<file path="src/rtl/ssw_pkg.sv">
// Shared types for the shadow-stack swap unit.
// Assumes: cause codes are visible at the top-level port as 3-bit values.
package ssw_pkg;

    typedef enum logic [2:0] {
        CAUSE_NONE    = 3'd0,
        CAUSE_ILLEGAL = 3'd1,
        CAUSE_VIRTUAL = 3'd2,
        CAUSE_ACCESS  = 3'd3,
        CAUSE_PAGE    = 3'd4
    } cause_e;

    typedef enum logic [2:0] {
        SW_IDLE    = 3'd0,
        SW_RD_REQ  = 3'd1,
        SW_RD_WAIT = 3'd2,
        SW_WR_REQ  = 3'd3,
        SW_RESP    = 3'd4
    } sw_state_e;

    localparam logic [1:0] LVL_USER  = 2'd0;
    localparam logic [1:0] LVL_SUPER = 2'd1;
    localparam logic [1:0] LVL_MACH  = 2'd3;

endpackage

</file>
<file path="src/rtl/ssw_exc_check.sv">
// Exception resolver: a purely combinational priority chain that turns
// the request attributes into one cause code.
// Assumes: XLEN is 32 or 64; priv value 2 is never driven.
module ssw_exc_check
    import ssw_pkg::*;
#(
    parameter int XLEN = 64
) (
    input  logic       dword,
    input  logic [1:0] priv,
    input  logic       virt,
    input  logic [2:0] addr_lo,
    input  logic       idem,
    input  logic       ss_page,
    input  logic       s_present,
    input  logic       en_m,
    input  logic       en_s,
    input  logic       en_h,
    output cause_e     cause
);
    localparam bit HAS_DWORD = (XLEN == 64);

    logic lvl_m, lvl_u, lvl_vs, lvl_vu, misaligned;

    // Classify the effective level and the alignment of the target
    always_comb begin
        lvl_m      = (priv == LVL_MACH);
        lvl_u      = (priv == LVL_USER)  && !virt;
        lvl_vs     = (priv == LVL_SUPER) && virt;
        lvl_vu     = (priv == LVL_USER)  && virt;
        misaligned = dword ? (addr_lo != 3'b000) : (addr_lo[1:0] != 2'b00);
    end

    // First matching check decides the cause
    always_comb begin
        if (dword && !HAS_DWORD)        cause = CAUSE_ILLEGAL;
        else if (!lvl_m && !en_m)       cause = CAUSE_ILLEGAL;
        else if (!s_present)            cause = CAUSE_ILLEGAL;
        else if (lvl_u && !en_s)        cause = CAUSE_ILLEGAL;
        else if (lvl_vs && !en_h)       cause = CAUSE_VIRTUAL;
        else if (lvl_vu && !en_s)       cause = CAUSE_VIRTUAL;
        else if (misaligned)            cause = CAUSE_ACCESS;
        else if (!idem)                 cause = CAUSE_ACCESS;
        else if (lvl_m)                 cause = CAUSE_ACCESS;
        else if (!ss_page)              cause = CAUSE_PAGE;
        else                            cause = CAUSE_NONE;
    end

endmodule

</file>
<file path="src/rtl/ssw_data_fmt.sv">
// Data formatter: places store data on the memory bus and shapes the
// loaded value for the destination register, per register width.
// Assumes: word data travels in bits [31:0] of both data buses.
module ssw_data_fmt #(
    parameter int XLEN = 64
) (
    input  logic            dword,
    input  logic [XLEN-1:0] src,
    input  logic [XLEN-1:0] rdata,
    output logic [XLEN-1:0] wdata,
    output logic [XLEN-1:0] load_val
);
    localparam int UPPER = XLEN - 32;

    generate
        if (XLEN == 64) begin : g_wide
            // Word forms sign-extend the load and zero the unused store bits
            always_comb begin
                if (dword) begin
                    wdata    = src;
                    load_val = rdata;
                end else begin
                    wdata    = {{UPPER{1'b0}}, src[31:0]};
                    load_val = {{UPPER{rdata[31]}}, rdata[31:0]};
                end
            end
        end else begin : g_narrow
            // Only the word form exists; a doubleword never reaches memory
            always_comb begin
                wdata    = src;
                load_val = dword ? '0 : rdata;
            end
        end
    endgenerate

endmodule

</file>
<file path="src/rtl/ssw_seq.sv">
// Swap sequencer: accepts one request, then either answers at once with
// a fault or runs a locked read followed by a write on the memory port.
// Assumes: read data may arrive any number of cycles after the read is
// accepted; the write is complete when it is accepted.
module ssw_seq
    import ssw_pkg::*;
(
    input  logic      clk,
    input  logic      rst_n,
    input  logic      start,
    input  logic      fault,
    input  logic      mem_req_ready,
    input  logic      mem_rsp_valid,
    output logic      req_ready,
    output logic      mem_req_valid,
    output logic      mem_we,
    output logic      mem_lock,
    output logic      rd_capture,
    output logic      rsp_valid
);
    sw_state_e state_q, state_d;

    // State register with synchronous reset
    always_ff @(posedge clk) begin
        if (!rst_n) state_q <= SW_IDLE;
        else        state_q <= state_d;
    end

    // Next-state selection
    always_comb begin
        state_d = state_q;
        case (state_q)
            SW_IDLE:    if (start) state_d = fault ? SW_RESP : SW_RD_REQ;
            SW_RD_REQ:  if (mem_req_ready) state_d = SW_RD_WAIT;
            SW_RD_WAIT: if (mem_rsp_valid) state_d = SW_WR_REQ;
            SW_WR_REQ:  if (mem_req_ready) state_d = SW_RESP;
            SW_RESP:    state_d = SW_IDLE;
            default:    state_d = SW_IDLE;
        endcase
    end

    // Decoded control outputs
    always_comb begin
        req_ready     = (state_q == SW_IDLE);
        mem_req_valid = (state_q == SW_RD_REQ) || (state_q == SW_WR_REQ);
        mem_we        = (state_q == SW_WR_REQ);
        mem_lock      = (state_q == SW_RD_REQ) || (state_q == SW_RD_WAIT)
                     || (state_q == SW_WR_REQ);
        rd_capture    = (state_q == SW_RD_WAIT) && mem_rsp_valid;
        rsp_valid     = (state_q == SW_RESP);
    end

endmodule

</file>
<file path="src/rtl/ss_swap_unit.sv">
// Shadow-stack swap unit top: latches a request, resolves its exception
// class, runs the locked read/write on the memory port and returns the
// old value in a one-cycle response.
// Assumes: enables and attribute flags are valid with req_valid.
module ss_swap_unit
    import ssw_pkg::*;
#(
    parameter int XLEN = 64,
    parameter int RIDX_W = 5
) (
    input  logic              clk,
    input  logic              rst_n,
    input  logic              cfg_s_present,
    input  logic              en_m,
    input  logic              en_s,
    input  logic              en_h,
    input  logic              req_valid,
    output logic              req_ready,
    input  logic              req_dword,
    input  logic [1:0]        req_priv,
    input  logic              req_virt,
    input  logic [XLEN-1:0]   req_addr,
    input  logic [XLEN-1:0]   req_src,
    input  logic [RIDX_W-1:0] req_rd,
    input  logic              req_aq,
    input  logic              req_rl,
    input  logic              req_idem,
    input  logic              req_ss_page,
    output logic              mem_req_valid,
    input  logic              mem_req_ready,
    output logic              mem_we,
    output logic              mem_lock,
    output logic              mem_dword,
    output logic [XLEN-1:0]   mem_addr,
    output logic [XLEN-1:0]   mem_wdata,
    output logic              mem_aq,
    output logic              mem_rl,
    input  logic              mem_rsp_valid,
    input  logic [XLEN-1:0]   mem_rdata,
    output logic              rsp_valid,
    output logic [2:0]        rsp_cause,
    output logic              rsp_wb_en,
    output logic [RIDX_W-1:0] rsp_rd,
    output logic [XLEN-1:0]   rsp_data
);
    cause_e            chk_cause;
    cause_e            r_cause;
    logic              r_dword, r_aq, r_rl;
    logic [XLEN-1:0]   r_addr, r_src, r_ldata;
    logic [RIDX_W-1:0] r_rd;
    logic [XLEN-1:0]   fmt_load;
    logic              start, rd_capture;

    assign start = req_valid && req_ready;

    ssw_exc_check #(.XLEN(XLEN)) u_check (
        .dword     (req_dword),
        .priv      (req_priv),
        .virt      (req_virt),
        .addr_lo   (req_addr[2:0]),
        .idem      (req_idem),
        .ss_page   (req_ss_page),
        .s_present (cfg_s_present),
        .en_m      (en_m),
        .en_s      (en_s),
        .en_h      (en_h),
        .cause     (chk_cause)
    );

    ssw_seq u_seq (
        .clk           (clk),
        .rst_n         (rst_n),
        .start         (start),
        .fault         (chk_cause != CAUSE_NONE),
        .mem_req_ready (mem_req_ready),
        .mem_rsp_valid (mem_rsp_valid),
        .req_ready     (req_ready),
        .mem_req_valid (mem_req_valid),
        .mem_we        (mem_we),
        .mem_lock      (mem_lock),
        .rd_capture    (rd_capture),
        .rsp_valid     (rsp_valid)
    );

    ssw_data_fmt #(.XLEN(XLEN)) u_fmt (
        .dword    (r_dword),
        .src      (r_src),
        .rdata    (mem_rdata),
        .wdata    (mem_wdata),
        .load_val (fmt_load)
    );

    // Latch the request and its resolved cause on acceptance
    always_ff @(posedge clk) begin
        if (!rst_n) begin
            r_cause <= CAUSE_NONE;
            r_dword <= 1'b0;
            r_aq    <= 1'b0;
            r_rl    <= 1'b0;
            r_addr  <= '0;
            r_src   <= '0;
            r_rd    <= '0;
        end else if (start) begin
            r_cause <= chk_cause;
            r_dword <= req_dword;
            r_aq    <= req_aq;
            r_rl    <= req_rl;
            r_addr  <= req_addr;
            r_src   <= req_src;
            r_rd    <= req_rd;
        end
    end

    // Hold the formatted old value once read data arrives
    always_ff @(posedge clk) begin
        if (!rst_n)          r_ldata <= '0;
        else if (start)      r_ldata <= '0;
        else if (rd_capture) r_ldata <= fmt_load;
    end

    // Memory-side address and sideband, driven only during a phase
    always_comb begin
        mem_addr  = r_addr;
        mem_dword = r_dword;
        mem_aq    = mem_req_valid && r_aq;
        mem_rl    = mem_req_valid && r_rl;
    end

    // Response fields
    always_comb begin
        rsp_cause = r_cause;
        rsp_rd    = r_rd;
        rsp_wb_en = rsp_valid && (r_cause == CAUSE_NONE) && (r_rd != '0);
        rsp_data  = rsp_wb_en ? r_ldata : '0;
    end

endmodule

</file>
<file path="config.mk">
export PLATFORM = sky130hd
export DESIGN_NAME = ss_swap_unit
export DESIGN_NICKNAME = d
export VERILOG_FILES = /design/src/rtl/ssw_pkg.sv /design/src/rtl/ssw_exc_check.sv /design/src/rtl/ssw_data_fmt.sv /design/src/rtl/ssw_seq.sv /design/src/rtl/ss_swap_unit.sv
export SDC_FILE = /design/constraint.sdc
export NUM_CORES = 1
export LEC_CHECK = 0
export CORE_AREA = 2 2 162 164
export CTS_CLUSTER_DIAMETER = 80
export DETAILED_ROUTE_END_ITERATION = 8
export DIE_AREA = 0 0 164 166
export DONT_BUFFER_PORTS = 1
export PLACE_DENSITY_LB_ADDON = 0.1
export SETUP_SLACK_MARGIN = 0.02
export SLEW_MARGIN = 0
export SYNTH_ARGS = -nofsm -noshare
export SYNTH_HDL_FRONTEND = slang
export SYNTH_SLANG_ARGS = --single-unit
</file>
<file path="constraint.sdc">
create_clock -name clk -period 1.7 [get_ports clk]
set_clock_uncertainty 0.15 [all_clocks]
set_input_delay 0 -clock clk [delete_from_list [all_inputs] [get_ports clk]]
set_output_delay 0 -clock clk [all_outputs]
set_load 0.03 [all_outputs]
</file>
==> key figures <==
Worst setup path
  – Slowest stage cell, crit path: or4_4
  – Crit Path Max Fanout: 11
  – Worst r2r path cells: 6
  – CP Launch Type: flop
  – CP max stage delay: 0.55 ns
  – Setup CP Type: reg2out
  – Worst r2r dst: r_ldata[58]
  – Critical Path AT: 2.11 ns
  – Critical Path RT: 1.55 ns
  – Worst reg2reg path startpoint: u_seq.state_q[0]
  – Worst setup EP type: output pin
  – Critical path cell sequence: or4_4 > o211a_4 > buf_12 > and2_4
  – R2R setup slack: 0.07 ns

Status
  – Outcome: complete, but fails checks
  – Failing checks: setup timing

Routing
  – Via count of the routed design: 7918
  – Total Wirelength: 29.76 mm
  – Detail Route Antenna Nets: 0
  – Number of remaining DRC errors: 0
  – Drt pass-1 iters: 4
  – DR WL/cell: 18.09 um
  – Vias per inst: 4.813
  – Initial DRC Count: 488

Die
  – Core footprint: 25620 sq um
  – Initial core utilization: 0.3231
  – Die area: 27220 sq um
  – FP Rows: 59
  – Die W: 164 um
  – Chip height: 166 um
  – IO Pins: 423

Yosys
  – Yosys Warn Count: 0
  – Net Count, Synth: 1279
  – Yosys cell types: 33
  – Post-Synthesis Cells: 1065
  – FF+latch count, synth: 206
  – Synthesized area: 8277 sq um
  – Post-synthesis sequential area ratio: 0.4983
  – Syn Area/Cell: 7.772 sq um

Clock network
  – Root Buffer: clkbuf_16
  – Clock sinks: 206
  – Inserted Clock Buffers: 25
  – CTS Buffer Depth: 3
  – Clock Latency Late Sink: 0.51 ns
  – Htree depth: 1
  – Worst-path clk slew: 0.06 ns
  – CTS tree: built

Global route
  – Largest net degree at the start of global routing: 86
  – Antenna violations before repair: 3
  – Global route total overflow: 0
  – Number of global-route vias before repair: 7855
  – Global-route wire length before repair: 44.44 mm
  – All-Layer GR Usage: 0.2049

Place
  – Routability congestion estimate: 0.7328
  – # port buffers: 0
  – Placed cell areas: 8961 sq um
  – Final HPWL DP: 18.77 mm

STA
  – Max Fclk: 442.6 MHz
  – Worst Max-Slew Pin Slew: 0.5988 ns
  – Final slew viol count: 0
  – Tcrit/Tclk final: 1.329
  – Setup tns final: -34.63 ns
  – Final Hold Viols: 0
  – Hold WS: 0.02159 ns
  – Final Setup Violations: 67
  – Min cycle time layout: 2.259 ns
  – RSZ-0062 raised after global routing: true
  – Rel. slew slack: 0.6008
  – Setup WS post-layout: -0.5594 ns

Power
  – Total Power: 12.47 mW
  – Power Density: 986.0 nW/um^2
  – Leak: 4.797 nW
  – VDD IR-drop max: 0.0006923 V

Cells and area
  – Layout area overhead: 52.82%
  – Fill count: 2433
  – Final core occ: 0.4938
  – Share of post-route cells with drive strength above 1: 0.1760
  – Final instance area: 12650 sq um
  – Final nets: 1505

Worst hold path
  – Tightest Hold Check Type: in2reg
  – Hold path cells: 3
  – Hold EP: r_src[39]
  – Hold Startpoint: req_src[39]

Job
  – Max cap viols: 0
==> Yosys cell counts, drive strengths merged <==
master	number	area (sq um)
dfxtp	206	4124
a211oi	32	240.2
nor2	37	138.9
nor4	1	6.260
a21oi	171	855.8
inv	1	3.750
a22o	1	8.760
nor3	34	175.2
mux2i	1	10.01
nor2b	3	18.77
nand3b	1	7.510
o31ai	1	7.510
nor3b	1	7.510
nand4	1	6.260
nand3	2	10.01
nand2	342	1284
nand4b	1	8.760
o21ai	1	5.000
clkbuf	51	191.4
buf	65	434.2
o211a	1	10.01
a31oi	2	12.51
or4	1	7.510
nand2b	3	18.77
and2	101	631.9
and3	1	6.260
a32o	1	10.01
a2111oi	1	27.53
xor2	1	8.760
==> flip-flops by register name, indices dropped and copies added (netlist names) <==
name and flops:
r_aq 1, rsp_rd 5, mem_dword 1, r_rl 1, r_ldata 64, mem_addr 64, u_seq.state_q 3, rsp_cause 3
r_src 64
==> worst max-delay path, delay by kind of cell, from the launching register on <==
kind | cells | cell delay (ns)
buffers and inverters | 1 | 0.17
AOI/OAI and AO/OA | 1 | 0.35
DFF | 1 | 0.32
and+or+nand+nor | 2 | 0.74
==> area by class of cell <==
type / instances / area [sq um] / share of cell area
multi-input cells: 743 / 3855 / 0.3048
flip-flops and latches: 206 / 4139 / 0.3272
diodes: 3 / 7.507 / 0.0005935
well taps: 335 / 419.2 / 0.03314
repair buffers: 314 / 3349 / 0.2648
inverters: 1 / 6.256 / 0.0004946
clock inverters: 9 / 151.4 / 0.01197
clock buffers: 34 / 720.7 / 0.05698
==> per-layer routing <==
metal / GRT usage / wire length (um) / vias up / share of wire
met3: 0.06244 / 2655 / 46 / 0.089
met5: 0 / 0 / - / 0
met2: 0.3564 / 14470 / 339 / 0.49
li1: - / - / 3888 / -
met4: 0.06751 / 872 / 0 / 0.029
met1: 0.2382 / 11770 / 3645 / 0.40
==> layout by cell type, fill, tap and decap left out, drive strengths merged, types with 2 or more instances in the layout <==
cell and n:
nand2 342, dlygate4sd3 241, dfxtp 206, a21oi 171, and2 101, buf 70
nor2 37, clkbuf 36, nor3 34, a211oi 32, bufinv 4, diode 3
nand2b 3, clkinv 3, nor2b 3, o211a 2, a31oi 2, inv 2
nand3 2
==> through the flow <==
step / cells / setup slack [ns]
4_1_cts: 1635 / -0.6002
6_report: 1645 / -0.5594
3_3_place_gp: 1348 / -0.1392
3_5_place_dp: 1348 / -0.1479
2_1_floorplan: 1065 / -0.01708
5_1_grt: 1645 / -0.6170
==> how the worst max path moves through the flow <==
| stage | cells after the start | start | endpoint | slack [ns] |
|---|---|---|---|---|
| after floorplan | 7 | u_seq.state_q[0] | r_src[52] | -0.02 |
| after global placement | 4 | rsp_rd[0] | rsp_data[58] | -0.14 |
| after detailed placement | 4 | rsp_rd[0] | rsp_data[58] | -0.15 |
| after CTS | 4 | rsp_rd[2] | rsp_data[58] | -0.60 |
| after global routing | 4 | rsp_rd[2] | rsp_data[58] | -0.62 |
| final | 4 | rsp_rd[2] | rsp_data[58] | -0.56 |
==> where the power goes <==
part	internal [mW]	total, mW	switching [mW]
clock	3.56	5.60	2.04
combinational	0.736	1.45	0.712
sequential	5.02	5.42	0.399
==> what timing repair did <==
action | in CTS | in global routing
cloned | 3 | 2
pin swaps | 3 | 1
hold endpoints to repair | 206 | 3
buffers inserted | 1 | 4
resized for setup | 61 | 34
endpoints found under the setup margin | 99 | 204
hold buffers | 240 | 3
==> cells by family (layout without fill, tap and decap cells) <==
family	after synthesis	count (layout)	share of synthesized area
XOR/XNOR	1	1	0.001058
buffers and inverters	117	358	0.07604
multiplexers	1	1	0.001209
flip-flops	206	206	0.4983
AND/OR/NAND/NOR	529	529	0.2812
other	0	3	0
AO/OA/AOI/OAI	211	212	0.1423
No activity file was read; power rests on OpenSTA's default activity.
